**config.mk**
```make
export PLATFORM = sky130hd
export DESIGN_NAME = exc_entry_unit
export DESIGN_NICKNAME = d
export VERILOG_FILES = /design/src/rtl/exc_pkg.sv /design/src/rtl/exc_irq_gate.sv /design/src/rtl/exc_epc_calc.sv /design/src/rtl/exc_vector_sel.sv /design/src/rtl/exc_entry_unit.sv
export SDC_FILE = /design/constraint.sdc
export NUM_CORES = 1
export LEC_CHECK = 0
export BUFFER_PORTS_ARGS = -buffer_cell sky130_fd_sc_hd__buf_2
export CAP_MARGIN = 20
export CORE_AREA = 2 2 118 120
export DETAILED_ROUTE_END_ITERATION = 12
export DIE_AREA = 0 0 120 122
export PLACE_DENSITY_LB_ADDON = 0.1
export SYNTH_ARGS = -nofsm -noshare
export SYNTH_HDL_FRONTEND = slang
export SYNTH_SLANG_ARGS = --single-unit
```
**constraint.sdc**
```tcl
create_clock -name clk -period 2.43 [get_ports clk]
set_input_delay 0.3645 -clock clk [delete_from_list [all_inputs] [get_ports clk]]
set_output_delay 0.3645 -clock clk [all_outputs]
set_load 0.005 [all_outputs]
```
**src/rtl/exc_pkg.sv**
```systemverilog
package exc_pkg;

    localparam int XLEN   = 64;
    localparam int CODE_W = 5;
    localparam int COP_W  = 2;
    localparam int INT_W  = 8;

    typedef enum logic [CODE_W-1:0] {
        EC_INT     = 5'd0,
        EC_MOD     = 5'd1,
        EC_TLB_LD  = 5'd2,
        EC_TLB_ST  = 5'd3,
        EC_ADDR_LD = 5'd4,
        EC_ADDR_ST = 5'd5,
        EC_IBUS    = 5'd6,
        EC_DBUS    = 5'd7,
        EC_SYS     = 5'd8,
        EC_BRK     = 5'd9,
        EC_RSVD    = 5'd10,
        EC_COPU    = 5'd11,
        EC_OVF     = 5'd12,
        EC_TRAP    = 5'd13,
        EC_FPE     = 5'd15,
        EC_WATCH   = 5'd23
    } exc_code_e;

    // low 32 bits of the handler entry points; upper half is sign fill
    localparam logic [31:0] VEC_GENERAL = 32'h8000_0180;
    localparam logic [31:0] VEC_MISS_64 = 32'h8000_0080;
    localparam logic [31:0] VEC_MISS_32 = 32'h8000_0000;

    function automatic logic [XLEN-1:0] sext32(input logic [31:0] v);
        return {{(XLEN-32){v[31]}}, v};
    endfunction

    function automatic logic is_tlb_miss(input logic [CODE_W-1:0] c);
        return (c == EC_TLB_LD) || (c == EC_TLB_ST);
    endfunction

    function automatic logic code_general(input logic [CODE_W-1:0] c);
        logic r;
        case (c)
            EC_INT, EC_MOD, EC_ADDR_LD, EC_ADDR_ST, EC_IBUS, EC_DBUS,
            EC_SYS, EC_BRK, EC_RSVD, EC_COPU, EC_OVF, EC_TRAP,
            EC_FPE, EC_WATCH: r = 1'b1;
            default:          r = 1'b0;
        endcase
        return r;
    endfunction

    function automatic logic code_known(input logic [CODE_W-1:0] c);
        return code_general(c) || is_tlb_miss(c);
    endfunction

endpackage

```
**src/rtl/exc_irq_gate.sv**
```systemverilog
module exc_irq_gate #(
    parameter int INT_W = exc_pkg::INT_W
) (
    input  logic             clk,
    input  logic             rst,
    input  logic [INT_W-1:0] pending_i,
    input  logic [INT_W-1:0] mask_i,
    input  logic             ie_i,
    input  logic             exl_i,
    input  logic             erl_i,
    output logic             accept_o
);

    logic [INT_W-1:0] live;
    logic             any_live;

    always_comb begin
        live     = pending_i & mask_i;
        any_live = |live;
        accept_o = any_live && ie_i && !exl_i && !erl_i;
    end

    // no acceptance while already at exception level
    p_gate_closed_r1: assert property (@(posedge clk) disable iff (rst)
        exl_i |-> !accept_o);

endmodule

```
**src/rtl/exc_epc_calc.sv**
```systemverilog
module exc_epc_calc #(
    parameter int XLEN = exc_pkg::XLEN
) (
    input  logic [XLEN-1:0] pc_i,
    input  logic            in_delay_i,
    input  logic            old_exl_i,
    input  logic [XLEN-1:0] epc_cur_i,
    input  logic            bd_cur_i,
    output logic [XLEN-1:0] epc_o,
    output logic            bd_o
);

    localparam logic [XLEN-1:0] INSN_BYTES = XLEN'(4);

    always_comb begin
        epc_o = epc_cur_i;
        bd_o  = bd_cur_i;
        if (!old_exl_i) begin
            bd_o  = in_delay_i;
            epc_o = in_delay_i ? (pc_i - INSN_BYTES) : pc_i;
        end
    end

endmodule

```
**src/rtl/exc_vector_sel.sv**
```systemverilog
module exc_vector_sel #(
    parameter int XLEN   = exc_pkg::XLEN,
    parameter int CODE_W = exc_pkg::CODE_W
) (
    input  logic              clk,
    input  logic              rst,
    input  logic [CODE_W-1:0] code_i,
    input  logic              old_exl_i,
    input  logic              refill_invalid_i,
    input  logic [1:0]        region_i,
    input  logic              user_wide_i,
    input  logic              super_wide_i,
    input  logic              kernel_wide_i,
    output logic [XLEN-1:0]   vector_o
);
    import exc_pkg::*;

    logic wide_mode;
    logic miss;

    always_comb begin
        case (region_i)
            2'b00:   wide_mode = user_wide_i;
            2'b01:   wide_mode = super_wide_i;
            2'b11:   wide_mode = kernel_wide_i;
            default: wide_mode = 1'b0;
        endcase
    end

    always_comb begin
        miss     = is_tlb_miss(code_i);
        vector_o = sext32(VEC_GENERAL);
        if (miss && !old_exl_i && !refill_invalid_i) begin
            vector_o = wide_mode ? sext32(VEC_MISS_64) : sext32(VEC_MISS_32);
        end
    end

    // region 10 never yields the wide refill entry
    p_region_narrow_r8: assert property (@(posedge clk) disable iff (rst)
        (region_i == 2'b10) |-> (vector_o != sext32(VEC_MISS_64)));

    // non-miss codes always take the general entry
    p_general_entry_r6: assert property (@(posedge clk) disable iff (rst)
        !miss |-> (vector_o[11:0] == 12'h180));

endmodule

```
**src/rtl/exc_entry_unit.sv**
```systemverilog
module exc_entry_unit #(
    parameter int XLEN   = exc_pkg::XLEN,
    parameter int CODE_W = exc_pkg::CODE_W,
    parameter int COP_W  = exc_pkg::COP_W,
    parameter int INT_W  = exc_pkg::INT_W
) (
    input  logic              clk,
    input  logic              rst,
    input  logic              exc_req_i,
    input  logic [CODE_W-1:0] exc_code_i,
    input  logic [COP_W-1:0]  exc_cop_i,
    input  logic [XLEN-1:0]   exc_pc_i,
    input  logic              exc_in_delay_i,
    input  logic              tlb_refill_invalid_i,
    input  logic [XLEN-1:0]   bad_vaddr_i,
    input  logic [INT_W-1:0]  int_pending_i,
    input  logic [INT_W-1:0]  int_mask_i,
    input  logic              int_enable_i,
    input  logic              err_level_i,
    input  logic              boot_vec_i,
    input  logic              user_wide_i,
    input  logic              super_wide_i,
    input  logic              kernel_wide_i,
    input  logic              exl_clr_i,
    output logic              irq_accept_o,
    output logic              redirect_o,
    output logic [XLEN-1:0]   vector_o,
    output logic [XLEN-1:0]   epc_o,
    output logic              exl_o,
    output logic              bd_o,
    output logic [COP_W-1:0]  ce_o,
    output logic [CODE_W-1:0] exc_code_o,
    output logic              err_o
);
    import exc_pkg::*;

    typedef struct packed {
        logic              exl;
        logic              bd;
        logic [COP_W-1:0]  ce;
        logic [CODE_W-1:0] code;
        logic [XLEN-1:0]   epc;
        logic [XLEN-1:0]   vec;
        logic              redirect;
        logic              err;
    } entry_state_t;

    entry_state_t st_d, st_q;

    logic              irq_ok;
    logic              take;
    logic              reject;
    logic [CODE_W-1:0] sel_code;
    logic [COP_W-1:0]  sel_cop;
    logic [XLEN-1:0]   epc_next;
    logic              bd_next;
    logic [XLEN-1:0]   vec_next;
    logic              unused_vaddr_low;

    assign unused_vaddr_low = ^bad_vaddr_i[XLEN-3:0];

    exc_irq_gate #(.INT_W(INT_W)) u_gate (
        .clk       (clk),
        .rst       (rst),
        .pending_i (int_pending_i),
        .mask_i    (int_mask_i),
        .ie_i      (int_enable_i),
        .exl_i     (st_q.exl),
        .erl_i     (err_level_i),
        .accept_o  (irq_ok)
    );

    // explicit request has priority over the interrupt gate
    always_comb begin
        take     = exc_req_i || irq_ok;
        sel_code = exc_req_i ? exc_code_i : CODE_W'(EC_INT);
        sel_cop  = exc_req_i ? exc_cop_i  : '0;
        reject   = boot_vec_i || !code_known(sel_code);
    end

    exc_epc_calc #(.XLEN(XLEN)) u_epc (
        .pc_i       (exc_pc_i),
        .in_delay_i (exc_in_delay_i),
        .old_exl_i  (st_q.exl),
        .epc_cur_i  (st_q.epc),
        .bd_cur_i   (st_q.bd),
        .epc_o      (epc_next),
        .bd_o       (bd_next)
    );

    exc_vector_sel #(.XLEN(XLEN), .CODE_W(CODE_W)) u_vsel (
        .clk              (clk),
        .rst              (rst),
        .code_i           (sel_code),
        .old_exl_i        (st_q.exl),
        .refill_invalid_i (tlb_refill_invalid_i),
        .region_i         (bad_vaddr_i[XLEN-1 -: 2]),
        .user_wide_i      (user_wide_i),
        .super_wide_i     (super_wide_i),
        .kernel_wide_i    (kernel_wide_i),
        .vector_o         (vec_next)
    );

    always_comb begin
        st_d          = st_q;
        st_d.redirect = 1'b0;
        st_d.err      = 1'b0;
        if (exl_clr_i) begin
            st_d.exl = 1'b0;
        end
        if (take) begin
            if (reject) begin
                st_d.err = 1'b1;
            end else begin
                st_d.exl      = 1'b1;
                st_d.bd       = bd_next;
                st_d.epc      = epc_next;
                st_d.ce       = sel_cop;
                st_d.code     = sel_code;
                st_d.vec      = vec_next;
                st_d.redirect = 1'b1;
            end
        end
    end

    always_ff @(posedge clk) begin
        if (rst) begin
            st_q <= '0;
        end else begin
            st_q <= st_d;
        end
    end

    assign irq_accept_o = irq_ok;
    assign redirect_o   = st_q.redirect;
    assign vector_o     = st_q.vec;
    assign epc_o        = st_q.epc;
    assign exl_o        = st_q.exl;
    assign bd_o         = st_q.bd;
    assign ce_o         = st_q.ce;
    assign exc_code_o   = st_q.code;
    assign err_o        = st_q.err;

    // a redirect always comes with the exception level raised
    p_exl_on_redirect_r3: assert property (@(posedge clk) disable iff (rst)
        redirect_o |-> exl_o);

    // redirect and error never appear together
    p_strobe_excl_r3: assert property (@(posedge clk) disable iff (rst)
        !(redirect_o && err_o));

    // nested entry keeps the saved return address
    p_epc_kept_r5: assert property (@(posedge clk) disable iff (rst)
        (exc_req_i && exl_o) |=> ($stable(epc_o) && $stable(bd_o)));

    // a lone interrupt records code 0 and coprocessor 0
    p_irq_code_r2: assert property (@(posedge clk) disable iff (rst)
        (irq_accept_o && !exc_req_i && !boot_vec_i) |=>
            (redirect_o && exc_code_o == '0 && ce_o == '0));

    // bootstrap-vector requests only raise the error pulse
    p_boot_err_r9: assert property (@(posedge clk) disable iff (rst)
        (exc_req_i && boot_vec_i) |=> (err_o && !redirect_o));

    // a first-level delay-slot entry marks BD
    p_bd_slot_r4: assert property (@(posedge clk) disable iff (rst)
        (exc_req_i && exc_in_delay_i && !exl_o && !boot_vec_i
         && code_known(exc_code_i)) |=> bd_o);

endmodule

```
==> impl_results.md <==
* Status: finished clean
* Final HPWL DP at approximately 12 mm
* Chip width at about 120 um
* Clock transition at path regs at 0.06 ns
* Count of final setup violators at 0
* Register area share after synthesis at about a third
* Worst Path Arrival at around 2.4 ns
* Largest cells by area after synthesis: dfxtp_1 (33%), buf_4 (9.7%), a211oi_1 (8.1%)
* PortBufs at approximately 210
* Worst Tran Pin Value at 0.858 ns
* Most frequent cells in the layout: buf_2 (211), nor2_1 (83), dfxtp_1 (78), a211oi_1 (51), nor4_1 (45)
* Period Utilization, post-route at roughly nine tenths
* Clock Skew at approximately 0.0063 ns
* Post-Syn Area at roughly 4700 um2
* Vias/cell at around 5
* Syn. warnings at 0
* Overflow left after global routing at 0
* Hold Startpoint: exc_cop_i[0]
* Commonest non-fill, non-tap cell in the layout: buf_2
* Core area at 13500 um2
* H-tree levels at 3
* Fillers at 1418
* Cells after Synth at 581
* TritonCTS Buffers at 9
* Final Hold Fails at 0
* Met2 wire length at 7.34 mm
* Hold Path Class: in -> reg
* MaxCap Viol Count at 0
* Unrepaired setup endpoints after global routing: no
* Worst r2r src: exl_o
* Share of layout cells above drive strength 1 at between 30% and 40%
* Max FO, Critical Path at 12
* Critical Path Start: exc_pc_i[2]
* Final max-slew violation count at 0
* DR WL/cell at 15.4 um
* Post-synth top area share at around a third
* Resized cells post-CTS at 0
* CTS tree: built
* Clock sink count at 78
* Pleak at roughly 0.0027 uW
* Hold-fix buffers, CTS at 0
* Synth-to-Final Area Change at 33.0%
* # Post-CTS Setup Buffers at 0
* Setup CP Type: in -> reg
* Yosys reg bits at 78
* Clk Latency, worst-skew pair at ~0.34 ns
* Die Ht at ~120 um
* DRT met1 WL at between 6 and 7 mm
* Routed via count at 4985
* Overall routing resource usage at between 20 and 25%
* Post-synth top flop: dfxtp_1
* Vias in the first global route at 4516
* CP Launch Type: primary input
* Worst setup EP type: flip-flop
* Global-route wire length before repair at 23.5 mm
* VDD IR-drop max at around 0.34 mV
* Final WL at 15.0 mm
* DP Area at between 5000 and 6000 um2
* Fin util at approximately 46%
* Initial antenna violation count at 0
* Post-synth top area cell: dfxtp_1
* WL met3 at 969 um
* CP Data Required Time at 2.65 ns
* Pin count of the biggest net entering global routing at 48
* DR DRC count at 0
* Initial DRC Count at 243
* Synth unique cells at 50
* Maximum clock insertion buffer count at 2
* Total I/O pin count at 303
* Minimum clock period at approximately 2.2 ns
* Final ANT Viol Nets at 0
* Clock Root Buffer: clkbuf_16
* Die area at around 15000 um2
* FP Rows at between 40 and 50
* Starting Density at 35.0%
* Final net count at about 950
* Top achievable clock speed at 0.457 GHz
* Final Cell Area at approximately 6300 um2
* Post-synth EDFFs at 0
* Routability Congestion at between 0.8 and 0.9
* Asr flop ratio synth at 0%
* Power per cell area at slightly below 600 nW/um2
* # diodes at 0
* Hold Worst Slack at 0.269 ns
* Worst slew margin at 42.7%
* Drt pass-1 iters at 5
* Uppermost layer routed: met4
* Syn Area/Cell at 8.13 um2
flip-flops by register name (all words and copies together), names as in the netlist:
| signal | cells |
|---|---|
| ce_o | 2 |
| err_o | 1 |
| redirect_o | 1 |
| epc_o | 64 |
| vector_o | 3 |
| exl_o | 1 |
| exc_code_o | 5 |
| bd_o | 1 |
cell usage after synthesis (2+ instances only):
cell type / instances
nand4_1: 13
nor4_1: 45
a211oi_1: 51
o31ai_1: 4
inv_1: 10
dfxtp_1: 78
and4_1: 9
or3_1: 8
nand2_1: 20
or4_1: 7
nand4b_1: 5
nor3b_1: 3
a311oi_1: 8
nor2_1: 83
nor4_2: 2
xor2_1: 7
xnor2_1: 35
a22oi_1: 5
nor3_1: 23
nand3b_1: 2
mux2i_1: 5
o21ai_0: 11
buf_1: 5
or2_2: 3
nor3_2: 2
nand2b_1: 7
a21oi_1: 14
clkbuf_1: 22
nand3_1: 12
buf_4: 61
a21o_1: 2
critical path, stage by stage:
cell and delay (ns):
buf_2 0.10, buf_4 0.13, nor4b_2 0.47, nand4_1 0.30, nor4_1 0.32, buf_4 0.23
a2111oi_0 0.11, or3_1 0.37
cell type report:
type | count | area, um2 | share of cell area [%]
clock buffer | 13 | 270 | 4.31
clock inverter | 3 | 65.1 | 1.04
inverter | 10 | 37.5 | 0.598
multi-input combinational | 432 | 2670 | 42.6
sequential | 78 | 1560 | 24.9
tap | 180 | 225 | 3.59
timing repair buffer | 258 | 1450 | 23.0
power by group:
part | total, uW | switching (uW) | internal [uW]
clock network | 1520 | 541 | 983
registers | 1430 | 56.3 | 1380
logic | 676 | 363 | 312
cell families (layout without fill, tap and decap cells):
logic type,after synthesis,after routing,synth area share [%]
adders and majority gates,1,1,0.265
other,1,29,0.0794
DFF,78,78,33.1
buffers and inverters,99,284,12.7
muxes,5,5,1.06
xor gates and xnor gates,42,42,7.79
and+or+nand+nor,254,254,29.9
AOI/OAI and AO/OA,101,101,15.0
per-stage QoR:
step | setup slack, ns | power [uW] | std cells | TNS, ns
floorplan | 0.212 | 1850 | 609 | 0
global placement | -0.0510 | 2140 | 958 | -0.0531
detailed placement | -0.0649 | 2140 | 958 | -0.0669
CTS | 0.240 | 3680 | 974 | 0
global route | 0.0249 | 3830 | 974 | 0
finish | 0.241 | 3630 | 974 | 0
routing by layer:
metal	up-vias	GRT usage [%]
met3	16	3.60
met2	185	35.4
li1	2475	-
met4	0	7.13
met1	2309	25.2
met5	-	0
path summary, 6_finish.rpt:
kind	slack [ns]	depth (start not counted)	endpoint
worst max register to register	0.30	6	epc_o[20]
worst min register to register	0.47	2	exc_code_o[2]
worst max-delay path	0.24	8	epc_o[51]
worst min-delay path	0.27	3	ce_o[0]
Note: power is estimated with default switching activity, not from simulation.
